$ cat config.mk
export PLATFORM = sky130hd
export DESIGN_NAME = seek_sense_unit
export DESIGN_NICKNAME = d
export VERILOG_FILES = /design/src/rtl/ssu_pkg.sv /design/src/rtl/ssu_step_calc.sv /design/src/rtl/ssu_track_bank.sv /design/src/rtl/ssu_irq_latch.sv /design/src/rtl/seek_sense_unit.sv
export SDC_FILE = /design/constraint.sdc
export NUM_CORES = 1
export LEC_CHECK = 0
export CAP_MARGIN = 5
export CORE_MARGIN = 5
export CORE_UTILIZATION = 35
export CTS_CLUSTER_DIAMETER = 100
export DETAILED_ROUTE_END_ITERATION = 8
export SYNTH_ARGS = -nofsm -noshare
export SYNTH_HDL_FRONTEND = slang
export SYNTH_SLANG_ARGS = --single-unit
$ cat constraint.sdc
create_clock -name clk -period 3.6 [get_ports clk]
set_input_delay 0.54 -clock clk [delete_from_list [all_inputs] [get_ports clk]]
set_output_delay 0.54 -clock clk [all_outputs]
set_load 0.005 [all_outputs]
$ cat src/rtl/ssu_pkg.sv
package ssu_pkg;
  typedef enum logic [2:0] {
    OP_SEEK     = 3'd0,
    OP_RECAL    = 3'd1,
    OP_STEP_OUT = 3'd2,
    OP_STEP_IN  = 3'd3,
    OP_SENSE    = 3'd4
  } ssu_op_e;

  localparam logic [7:0] ST0_SEEK_END  = 8'h20;
  localparam logic [7:0] ST0_EQUIP     = 8'h10;
  localparam logic [7:0] ST0_ABNORMAL  = 8'h40;
  localparam logic [7:0] ST0_READY_CHG = 8'hC0;
endpackage

$ cat src/rtl/ssu_step_calc.sv
module ssu_step_calc
  import ssu_pkg::*;
#(
  parameter int TRK_W = 8,
  parameter int DRV_W = 2
) (
  input  logic [2:0]       op_i,
  input  logic [DRV_W-1:0] drive_i,
  input  logic [TRK_W-1:0] arg_i,
  input  logic [TRK_W-1:0] cur_i,
  input  logic [TRK_W-1:0] max_i,
  output logic [TRK_W-1:0] nxt_o,
  output logic [7:0]       st0_o
);
  logic [TRK_W:0] sum;

  always_comb begin
    sum   = {1'b0, cur_i} + {1'b0, arg_i};
    nxt_o = cur_i;
    st0_o = ST0_SEEK_END;
    case (op_i)
      OP_SEEK: begin
        if (arg_i > max_i) st0_o = ST0_ABNORMAL | ST0_SEEK_END;
        else               nxt_o = arg_i;
      end
      OP_RECAL: begin
        nxt_o = '0;
        st0_o = ST0_SEEK_END | 8'(drive_i);
      end
      OP_STEP_OUT: begin
        if (sum >= {1'b0, max_i}) nxt_o = (max_i == '0) ? '0 : max_i - 1'b1;
        else                      nxt_o = sum[TRK_W-1:0];
      end
      OP_STEP_IN: begin
        if (arg_i > cur_i) nxt_o = '0;
        else               nxt_o = cur_i - arg_i;
      end
      default: ;
    endcase
  end
endmodule

$ cat src/rtl/ssu_track_bank.sv
module ssu_track_bank #(
  parameter int NUM_DRIVES = 4,
  parameter int TRK_W      = 8,
  parameter int DRV_W      = 2
) (
  input  logic             clk,
  input  logic             rst_n,
  input  logic             clr_all_i,
  input  logic             wr_en_i,
  input  logic [DRV_W-1:0] wr_sel_i,
  input  logic [TRK_W-1:0] wr_val_i,
  output logic [TRK_W-1:0] trk_o [NUM_DRIVES]
);
  for (genvar g = 0; g < NUM_DRIVES; g++) begin : g_lane
    logic [TRK_W-1:0] trk_q, trk_d;
    logic             trk_en;

    always_comb begin
      trk_en = clr_all_i || (wr_en_i && (wr_sel_i == DRV_W'(g)));
      trk_d  = clr_all_i ? '0 : wr_val_i;
    end

    always_ff @(posedge clk or negedge rst_n) begin
      if (!rst_n)      trk_q <= '0;
      else if (trk_en) trk_q <= trk_d;
    end

    assign trk_o[g] = trk_q;

    p_clear_all_r2: assert property (@(posedge clk) disable iff (!rst_n)
      clr_all_i |=> (trk_q == '0));
  end
endmodule

$ cat src/rtl/ssu_irq_latch.sv
module ssu_irq_latch
  import ssu_pkg::*;
#(
  parameter int POLL_COUNT = 4,
  parameter int CNT_W      = $clog2(POLL_COUNT + 1)
) (
  input  logic             clk,
  input  logic             rst_n,
  input  logic             ctl_reset_i,
  input  logic             cmd_start_i,
  input  logic             sense_take_i,
  input  logic             raise_i,
  input  logic [7:0]       raise_st0_i,
  output logic             pend_o,
  output logic [7:0]       latch_o,
  output logic [CNT_W-1:0] cnt_o
);
  logic             pend_q, pend_d;
  logic [7:0]       latch_q, latch_d;
  logic [CNT_W-1:0] cnt_q, cnt_d;

  always_comb begin
    pend_d  = pend_q;
    latch_d = latch_q;
    cnt_d   = cnt_q;
    if (ctl_reset_i) begin
      pend_d  = 1'b1;
      latch_d = ST0_READY_CHG;
      cnt_d   = CNT_W'(POLL_COUNT);
    end else begin
      if (cmd_start_i) pend_d = 1'b0;
      if (sense_take_i) begin
        latch_d = ST0_READY_CHG;
        if (cnt_q != '0) cnt_d = cnt_q - 1'b1;
      end
      if (raise_i) begin
        pend_d  = 1'b1;
        latch_d = raise_st0_i;
        cnt_d   = '0;
      end
    end
  end

  always_ff @(posedge clk or negedge rst_n) begin
    if (!rst_n) begin
      pend_q  <= 1'b0;
      latch_q <= ST0_READY_CHG;
      cnt_q   <= '0;
    end else begin
      pend_q  <= pend_d;
      latch_q <= latch_d;
      cnt_q   <= cnt_d;
    end
  end

  assign pend_o  = pend_q;
  assign latch_o = latch_q;
  assign cnt_o   = cnt_q;

  p_irq_on_event_r12: assert property (@(posedge clk) disable iff (!rst_n)
    !$stable(pend_q) |-> $past(ctl_reset_i || cmd_start_i || raise_i));
  p_reset_load_r2: assert property (@(posedge clk) disable iff (!rst_n)
    ctl_reset_i |=> (pend_q && latch_q == ST0_READY_CHG && cnt_q == CNT_W'(POLL_COUNT)));
  p_raise_clears_poll_r10: assert property (@(posedge clk) disable iff (!rst_n)
    (raise_i && !ctl_reset_i) |=> (cnt_q == '0 && pend_q));
  p_poll_bound_r2: assert property (@(posedge clk) disable iff (!rst_n)
    cnt_q <= CNT_W'(POLL_COUNT));
endmodule

$ cat src/rtl/seek_sense_unit.sv
module seek_sense_unit
  import ssu_pkg::*;
#(
  parameter int NUM_DRIVES = 4,
  parameter int TRK_W      = 8,
  parameter int POLL_COUNT = 4,
  localparam int DRV_W     = $clog2(NUM_DRIVES),
  localparam int CNT_W     = $clog2(POLL_COUNT + 1)
) (
  input  logic                        clk,
  input  logic                        rst_n,
  input  logic                        ctl_reset_i,
  input  logic                        cmd_valid_i,
  input  logic [2:0]                  cmd_op_i,
  input  logic [DRV_W-1:0]            cmd_drive_i,
  input  logic                        cmd_head_i,
  input  logic [TRK_W-1:0]            cmd_arg_i,
  input  logic [NUM_DRIVES*TRK_W-1:0] max_track_i,
  input  logic                        ext_raise_i,
  input  logic [7:0]                  ext_st0_i,
  output logic                        irq_o,
  output logic [7:0]                  st0_o,
  output logic                        rsp_valid_o,
  output logic [7:0]                  rsp_st0_o,
  output logic [TRK_W-1:0]            rsp_track_o
);
  logic [1:0] rst_sync_q;
  logic       rst_core_n;

  always_ff @(posedge clk or negedge rst_n) begin
    if (!rst_n) rst_sync_q <= 2'b00;
    else        rst_sync_q <= {rst_sync_q[0], 1'b1};
  end
  assign rst_core_n = rst_sync_q[1];

  logic             is_step, is_sense, cmd_start, raise;
  logic [7:0]       raise_st0, calc_st0, sense_st0, latch;
  logic [TRK_W-1:0] max_sel, cur_cmd, calc_nxt, sense_trk;
  logic [TRK_W-1:0] trk [NUM_DRIVES];
  logic [CNT_W-1:0] poll_cnt;
  logic [DRV_W-1:0] drv_q, drv_d;
  logic             head_q, head_d;
  logic             rsp_valid_q;
  logic [7:0]       rsp_st0_q;
  logic [TRK_W-1:0] rsp_trk_q;

  always_comb begin
    is_step   = cmd_valid_i && !ctl_reset_i && (cmd_op_i <= OP_STEP_IN);
    is_sense  = cmd_valid_i && !ctl_reset_i && (cmd_op_i == OP_SENSE);
    cmd_start = is_step || is_sense;
    raise     = is_step || (ext_raise_i && !cmd_valid_i && !ctl_reset_i);
    raise_st0 = is_step ? calc_st0 : ext_st0_i;
    max_sel   = max_track_i[cmd_drive_i*TRK_W +: TRK_W];
    cur_cmd   = trk[cmd_drive_i];
    sense_trk = trk[drv_q];
    if (poll_cnt != '0)
      sense_st0 = ST0_READY_CHG + 8'(POLL_COUNT - int'(poll_cnt));
    else if ((latch & ST0_EQUIP) != 8'h00)
      sense_st0 = latch;
    else
      sense_st0 = ST0_SEEK_END | {5'b0, head_q, 2'b00} | 8'(drv_q);
    drv_d  = ctl_reset_i ? '0 : cmd_drive_i;
    head_d = ctl_reset_i ? 1'b0 : cmd_head_i;
  end

  ssu_step_calc #(.TRK_W(TRK_W), .DRV_W(DRV_W)) u_calc (
    .op_i(cmd_op_i), .drive_i(cmd_drive_i), .arg_i(cmd_arg_i),
    .cur_i(cur_cmd), .max_i(max_sel), .nxt_o(calc_nxt), .st0_o(calc_st0)
  );

  ssu_track_bank #(.NUM_DRIVES(NUM_DRIVES), .TRK_W(TRK_W), .DRV_W(DRV_W)) u_bank (
    .clk(clk), .rst_n(rst_core_n), .clr_all_i(ctl_reset_i), .wr_en_i(is_step),
    .wr_sel_i(cmd_drive_i), .wr_val_i(calc_nxt), .trk_o(trk)
  );

  ssu_irq_latch #(.POLL_COUNT(POLL_COUNT), .CNT_W(CNT_W)) u_irq (
    .clk(clk), .rst_n(rst_core_n), .ctl_reset_i(ctl_reset_i),
    .cmd_start_i(cmd_start), .sense_take_i(is_sense), .raise_i(raise),
    .raise_st0_i(raise_st0), .pend_o(irq_o), .latch_o(latch), .cnt_o(poll_cnt)
  );

  always_ff @(posedge clk or negedge rst_core_n) begin
    if (!rst_core_n) begin
      drv_q       <= '0;
      head_q      <= 1'b0;
      rsp_valid_q <= 1'b0;
      rsp_st0_q   <= '0;
      rsp_trk_q   <= '0;
    end else begin
      rsp_valid_q <= is_sense;
      if (is_step || ctl_reset_i) begin
        drv_q  <= drv_d;
        head_q <= head_d;
      end
      if (is_sense) begin
        rsp_st0_q <= sense_st0;
        rsp_trk_q <= sense_trk;
      end
    end
  end

  assign st0_o       = latch;
  assign rsp_valid_o = rsp_valid_q;
  assign rsp_st0_o   = rsp_st0_q;
  assign rsp_track_o = rsp_trk_q;

  p_seek_oor_keep_r6: assert property (@(posedge clk) disable iff (!rst_core_n)
    (is_step && cmd_op_i == OP_SEEK && cmd_arg_i > max_sel)
      |-> (calc_nxt == cur_cmd && calc_st0 == (ST0_ABNORMAL | ST0_SEEK_END)));
  p_step_out_below_max_r8: assert property (@(posedge clk) disable iff (!rst_core_n)
    (is_step && cmd_op_i == OP_STEP_OUT && max_sel != '0) |-> (calc_nxt < max_sel));
  p_recal_zero_r7: assert property (@(posedge clk) disable iff (!rst_core_n)
    (is_step && cmd_op_i == OP_RECAL) |=> (trk[$past(cmd_drive_i)] == '0));
  p_sense_drops_irq_r4: assert property (@(posedge clk) disable iff (!rst_core_n)
    is_sense |=> !irq_o);
endmodule

## After elaboration in Yosys (flattened, before gate mapping)

Index checks and enable logic that the tools add are counted.

- Equality and inequality tests: 7
- Reductions and logical operators: 26
- Order comparisons: 6
- Muxes and demuxes: 29
- Shift operators: 1
- Add/subtract/negate cells: 6
- Bitwise logic cells: 3

Operators with widths:

| cell | number |
|---|---|
| 8-bit two-way mux | 15 |
| 8-bit binary-select mux with 2-bit select | 2 |
| 8-bit one-hot mux with 4 select lines | 1 |
| 32-bit by 6-bit indexed part select with 8-bit output | 1 |
| 8-bit greater-than comparator | 2 |
| 8-bit one-hot mux with 2 select lines | 1 |
| 3-bit two-way mux | 4 |
| 3-bit nonzero test | 4 |
| 8-bit by 8-bit adder with 9-bit output | 1 |
| 9-bit by 8-bit greater-or-equal comparator with 1-bit output | 1 |
| 1-bit logical AND | 9 |
| 7-bit by 4-bit adder with 8-bit output, first input constant | 1 |
| 8-bit logical NOT | 1 |
| 8-bit by 1-bit subtractor with 8-bit output, second input constant | 1 |
| 8-bit subtractor | 1 |
| 1-bit logical OR | 7 |
| 7-bit two-way mux | 1 |
| 3-bit by 2-bit == test with 1-bit output, second input constant | 2 |
| 3-bit greater-or-equal comparator, second input constant | 2 |
| 2-bit inverter with 3-bit output | 2 |
| 6-bit by 2-bit bitwise OR with 6-bit output | 1 |
| 2-bit == test, second input constant | 2 |
| 1-bit two-way mux | 4 |
| 3-bit by 3-bit subtractor with 4-bit output, first input constant | 1 |
| 10 further kinds | 11 |

- Output and inout bits: 26
- Logic and storage cells: 91
- Register bits: 66

## Logic depth before layout (Yosys ltp)

- Word-level depth: 9
- Gate-level depth with buffers: 19
- Mapped depth without buffers: 15

## Hierarchy

Synthesis repeated with hierarchy kept, for this count alone.

- Cells, all modules: 510
- Area, all modules: 5368.9 um^2

By module, submodules not included:

| module | cells an instance | instances | sequential area each (um^2) | area an instance (um^2) |
|---|---|---|---|---|
| seek_sense_unit | 121 | 1 | 550.5 | 1701.6 |
| ssu_step_calc | 226 | 1 | 0.0 | 1676.6 |
| ssu_track_bank | 115 | 1 | 800.8 | 1456.4 |
| ssu_irq_latch | 48 | 1 | 302.8 | 534.3 |

## Worst setup path before layout

No wires, ideal clock.

- Path kind: input to register
- Start: in cmd_drive_i[1]
- End: reg u_bank.g_lane[0].trk_q[5]
- Arrival time: 4494 ps
- Path slack: -1027 ps
- Buffers on the path: 3
- Data required time: 3467 ps
- Stages on the path: 18
- Cell sequence: buf_1 clkbuf_1 mux4_2 ha_1 fa_1 nand2b_1 a21oi_1 a221oi_1 xor2_1 ha_1 a21oi_1 nand3_1 a211oi_1 o32a_1 buf_2 nor3_1 a2111oi_4 o21ai_1

- Cells in the longest elaborated chain, start to end: 9
- Elaborated cells on any way between the ends: 21
- Classes of those cells: add/sub (3); order compare (3); shift (1); mux (9); bitwise (1); reduce/logical (4)

RTL lines:

| what | line | source |
|---|---|---|
| start, declared | seek_sense_unit.sv:15 | `input logic [DRV_W-1:0] cmd_drive_i,` |
| 2-bit inverter with 3-bit output (not written as such) | seek_sense_unit.sv:54 | `cur_cmd = trk[cmd_drive_i];` |
| 8-bit binary-select mux with 2-bit select | seek_sense_unit.sv:54 |  |
| 8-bit two-way mux (not written as such) (2 in series) | seek_sense_unit.sv:54 |  |
| 8-bit by 8-bit adder with 9-bit output | ssu_step_calc.sv:18 | `sum = {1'b0, cur_i} + {1'b0, arg_i};` |
| 9-bit by 8-bit greater-or-equal comparator with 1-bit output | ssu_step_calc.sv:31 | `if (sum >= {1'b0, max_i}) nxt_o = (max_i == '0) ? '0 : max_i - 1'b1;` |
| 8-bit two-way mux | ssu_step_calc.sv:31 |  |
| 8-bit one-hot mux with 4 select lines | ssu_step_calc.sv:21 | `case (op_i)` |
| 8-bit two-way mux | ssu_track_bank.sv:20 | `trk_d = clr_all_i ? '0 : wr_val_i;` |
| end signal, assigned | ssu_track_bank.sv:25 | `else if (trk_en) trk_q <= trk_d;` |
| end, declared | ssu_track_bank.sv:15 | `logic [TRK_W-1:0] trk_q, trk_d;` |

Parallel ways exist; a longest one is shown, timed or not. The select of a mux whose other input is x is not followed.
A chain may end at the register's enable or synchronous reset.

## Final worst setup path

- Start: in cmd_drive_i[1]
- End: reg u_bank.g_lane[3].trk_q[1]

- Cells in the longest elaborated chain, start to end: 9
- Elaborated cells on any way between the ends: 21
- Classes of those cells: add/sub (3); order compare (3); eq/ne (1); shift (1); mux (9); bitwise (1); reduce/logical (3)

RTL lines:

| what | line |
|---|---|
| 2-bit inverter with 3-bit output (not written as such) | seek_sense_unit.sv:54 |
| 8-bit binary-select mux with 2-bit select | seek_sense_unit.sv:54 |
| 8-bit two-way mux (not written as such) (2 in series) | seek_sense_unit.sv:54 |
| 8-bit by 8-bit adder with 9-bit output | ssu_step_calc.sv:18 |
| 9-bit by 8-bit greater-or-equal comparator with 1-bit output | ssu_step_calc.sv:31 |
| 8-bit two-way mux | ssu_step_calc.sv:31 |
| 8-bit one-hot mux with 4 select lines | ssu_step_calc.sv:21 |
| 8-bit two-way mux | ssu_track_bank.sv:20 |
| end signal, assigned | ssu_track_bank.sv:25 |
| end, declared | ssu_track_bank.sv:15 |

Parallel ways exist; a longest one is shown, timed or not. The select of a mux whose other input is x is not followed.

==> flow_metrics.py <==
metrics = {
    "status": {
        "outcome": "finished with violations",
        "violations": "setup timing",
    },
    "synth": {
        "synth_nets": 577,
        "synth_seq_cells": 66,
        "postSynthCellCount": 480,
        "yosys_warnings": 0,
        "synthMostInstantiatedCell": "dfrtp_1",
        "synth_top_family_by_area": "compound AO/OA/AOI/OAI gates",
        "yosysUniqueCellTypes": 63,
        "yosys.area_share.adder_pct": 10.21,
        "synth_area_per_cell_um2": 10.01,
        "synth.yosys.seq_area_share_pct": 34.44,
        "synth_top_area_cell": "dfrtp_1",
        "ys.flop_type": "dfrtp_1",
        "yosys-top-cells-count": "dfrtp_1, ha_1, nand3_1, o21ai_0, nor2_1",
        "synth_edf_count": 0,
        "synthXorXnorAreaFrac_pct": 2.370,
        "synthArstFlopShare_pct": 100.0,
        "muxShareOfSynthArea_pct": 14.38,
        "synth_compound_area_share_pct": 19.74,
        "syn-cell-area_mm2": 0.004803,
        "synth.area.top_cells": "dfrtp_1, mux4_2, ha_1",
        "netlist.area_leader.share_pct": 33.34,
        "synthSimpleGateAreaFrac_pct": 14.38,
    },
    "finish": {
        "fin_cells": 840,
        "area_growth_syn_to_layout_pct": 48.55,
        "drive_above_1_share_pct": 30.87,
        "nFillCells": 1218,
        "nets": 756,
        "antennaDiodeCount": 0,
    },
    "sta": {
        "max_freq_ghz": 0.2396,
        "rsz0062_at_grt": "yes",
        "max_slew.worst_pin.slew_ns": 1.021,
        "hold_violations": 0,
        "max_slew_margin_pct": 31.93,
        "setup_slack_ns": -0.5740,
        "timing.final.max_slew_violations": 0,
        "min_period_ns": 4.174,
        "final.period_utilization_pct": 115.9,
        "clock_skew_ns": 0.006143,
        "setup_viol": 32,
    },
    "worst_setup_path": {
        "crit_top_cell": "buf_6",
        "arrival_ns": 4.36,
        "cpPeakStageDelay_ns": 0.43,
        "r2r-start": "u_bank.g_lane[2].trk_q[0]",
        "crit_type": "in2reg",
        "critPathLaunchType": "input pin",
        "cp_cell_sequence": "dlygate4sd2_1 > buf_6 > buf_12 > mux4_2 > ha_4 > inv_1 > a21oi_2 > o41ai_4 > o41a_1 > xnor2_2 > ha_1 > and3b_1 > o32a_1 > buf_6 > buf_6 > buf_4 > and3_1 > a2111oi_4 > o21ai_1",
        "r2r_cells": 17,
        "rrSetupSlack_ns": -0.51,
        "required_ns": 3.79,
        "cp-end-kind": "flop",
        "slowest_stage": "o41a_1",
        "r2r_end": "u_bank.g_lane[3].trk_q[1]",
        "cp_max_fo": 5,
    },
    "power_and_ir_drop": {
        "p_total_mw": 2.358,
        "power_density_mw_per_mm2": 330.4,
        "irDropWorstVdd_v": 0.0001966,
        "power_leakage_nw": 3.121,
    },
    "floorplan": {
        "pin_count": 85,
        "chipWidth_um": 127.2,
        "num_rows": 42,
        "floorplan.die.height_um": 127.2,
        "design.core.area_mm2": 0.01335,
        "die_area_mm2": 0.01617,
        "start_util_pct": 35.99,
    },
    "global_routing": {
        "antenna_found_initial": 0,
        "grt_pass1_wl_um": 23570,
        "grt_max_degree": 45,
        "track_usage_pct": 18.28,
        "overflow": 0,
        "grt_pass1_vias": 4654,
    },
    "clock_tree": {
        "cts_buffers": 9,
        "h-tree-depth": 3,
        "cts_buffer_depth": 2,
        "cts_tree": "done",
        "clkTransAtPathRegs_ns": 0.05,
        "numClockSinks": 66,
        "cts_hold_buf": 0,
        "clk-insertion-delay-late_ns": 0.33,
        "cts_root_buffer": "clkbuf_16",
    },
    "min_path": {
        "min_from": "rst_sync_q[0]",
        "hp-class": "reg2reg",
        "whs_path_depth": 0,
        "holdPathEnd": "rst_sync_q[1]",
    },
    "detailed_routing": {
        "drt_pass1_iterations": 6,
        "topRoutingLayerUsed": "met4",
        "drt_iter0_markers": 344,
        "routed_wirelength_um": 14810,
        "wl_met3_um": 596,
        "wl_met1_um": 6497,
        "met2_length_um": 7387,
        "vias": 4469,
        "via_per_inst": 5.320,
        "drc_errors": 0,
        "wire_per_inst_um": 17.63,
        "final_antenna_net_count": 0,
    },
    "placed_design": {
        "io_buffers": 84,
        "gp_congestion": 0.9134,
        "place.detailed.hpwl_um": 11520,
        "placedCellCount": 805,
    },
    "run": {
        "max_cap_viol_count": 0,
    },
}
==> registers in the layout (all words and copies together), names as in the netlist <==
signal / cells
rsp_valid_o: 1
drv_q: 2
rsp_track_o: 8
u_bank.g_lane.trk_q: 32
rsp_st0_o: 8
u_irq.pend_o: 1
u_irq.latch_o: 8
rst_sync_q: 2
u_irq.cnt_o: 3
head_q: 1
==> layout make-up <==
class / instances / area [um^2] / share of cell area, %
Clock buffer: 11 / 232.7 / 3.261
Timing Repair Buffer: 192 / 1712 / 23.99
Tap cell: 176 / 220.2 / 3.086
Clock inverter: 5 / 31.28 / 0.4384
Inverter: 29 / 108.9 / 1.526
Multi-Input combinational cell: 361 / 3176 / 44.50
Sequential cell: 66 / 1655 / 23.20
==> worst max-delay path, delay by kind of cell <==
kind	cells	cell delay (ns)
muxes	1	0.37
adders and majority gates	2	0.57
AOI/OAI and AO/OA	6	1.43
and+or+nand+nor	2	0.36
xor gates and xnor gates	1	0.16
buffers and inverters	7	0.91
==> stage by stage <==
stage	TNS [ns]	util [%]	setup slack [ns]	instance area [um^2]	hold slack, ns
final	-14.73	53.46	-0.5740	7136	0.3510
after CTS	-14.89	52.13	-0.5313	6958	0.3499
after global routing	-19.48	53.46	-0.7083	7136	0.3724
after global placement	-33.15	48.85	-1.086	6520	0.3367
after floorplan	-13.57	-	-0.4583	4905	0.2444
after detailed placement	-38.20	48.85	-1.255	6520	0.3417
==> metal layers <==
| layer | vias to the layer above | GRT usage (%) |
|---|---|---|
| li1 | 2149 | - |
| met3 | 24 | 3.172 |
| met5 | - | 0 |
| met2 | 107 | 30.64 |
| met1 | 2189 | 24.05 |
| met4 | 0 | 6.057 |
==> power breakdown <==
part	internal, mW	switching (mW)
Clock	0.463	0.312
Sequential	0.782	0.0402
Combinational	0.420	0.341
Total	1.66	0.694
==> cell families (layout without fill, tap and decap cells) <==
family                     count (synthesis)  count (layout)
adders and majority gates                 38              38
AOI/OAI and AO/OA                        134             134
DFF                                       66              66
other                                      1               1
buffers and inverters                     53             237
xor gates and xnor gates                  13              13
muxes                                     38              38
and+or+nand+nor                          137             137
==> worst max-delay path by stage <==
stage                    from                   endpoint  slack (ns)  cells past startpoint
3_3_place_gp   cmd_drive_i[0]  u_bank.g_lane[3].trk_q[1]       -1.09                     18
5_1_grt        cmd_drive_i[1]  u_bank.g_lane[1].trk_q[3]       -0.71                     20
4_1_cts        cmd_drive_i[0]  u_bank.g_lane[3].trk_q[1]       -0.53                     18
6_report       cmd_drive_i[1]  u_bank.g_lane[3].trk_q[1]       -0.57                     19
2_1_floorplan  cmd_drive_i[0]  u_bank.g_lane[0].trk_q[5]       -0.46                     18
3_5_place_dp   cmd_drive_i[0]  u_bank.g_lane[3].trk_q[1]       -1.25                     18
==> repair_timing <==
| item | in CTS | in global routing |
|---|---|---|
| gates resized for setup | 19 | 22 |
| pin swaps | 24 | 22 |
| setup buffers | 15 | 5 |
| setup endpoints to repair | 32 | 32 |
==> placed cells by master, fill, tap and decap left out, types with 9 or more instances in the layout <==
master,count
a31oi_1,10
mux4_2,24
inv_1,26
xnor2_1,11
o21ai_1,22
buf_4,100
nand2_1,22
clkbuf_16,9
ha_1,29
dfrtp_1,63
nor2_1,27
a21oi_1,22
nand3_1,34
clkdlybuf4s50_1,82
o21ai_0,22
Note: power is estimated with default switching activity, not from simulation.
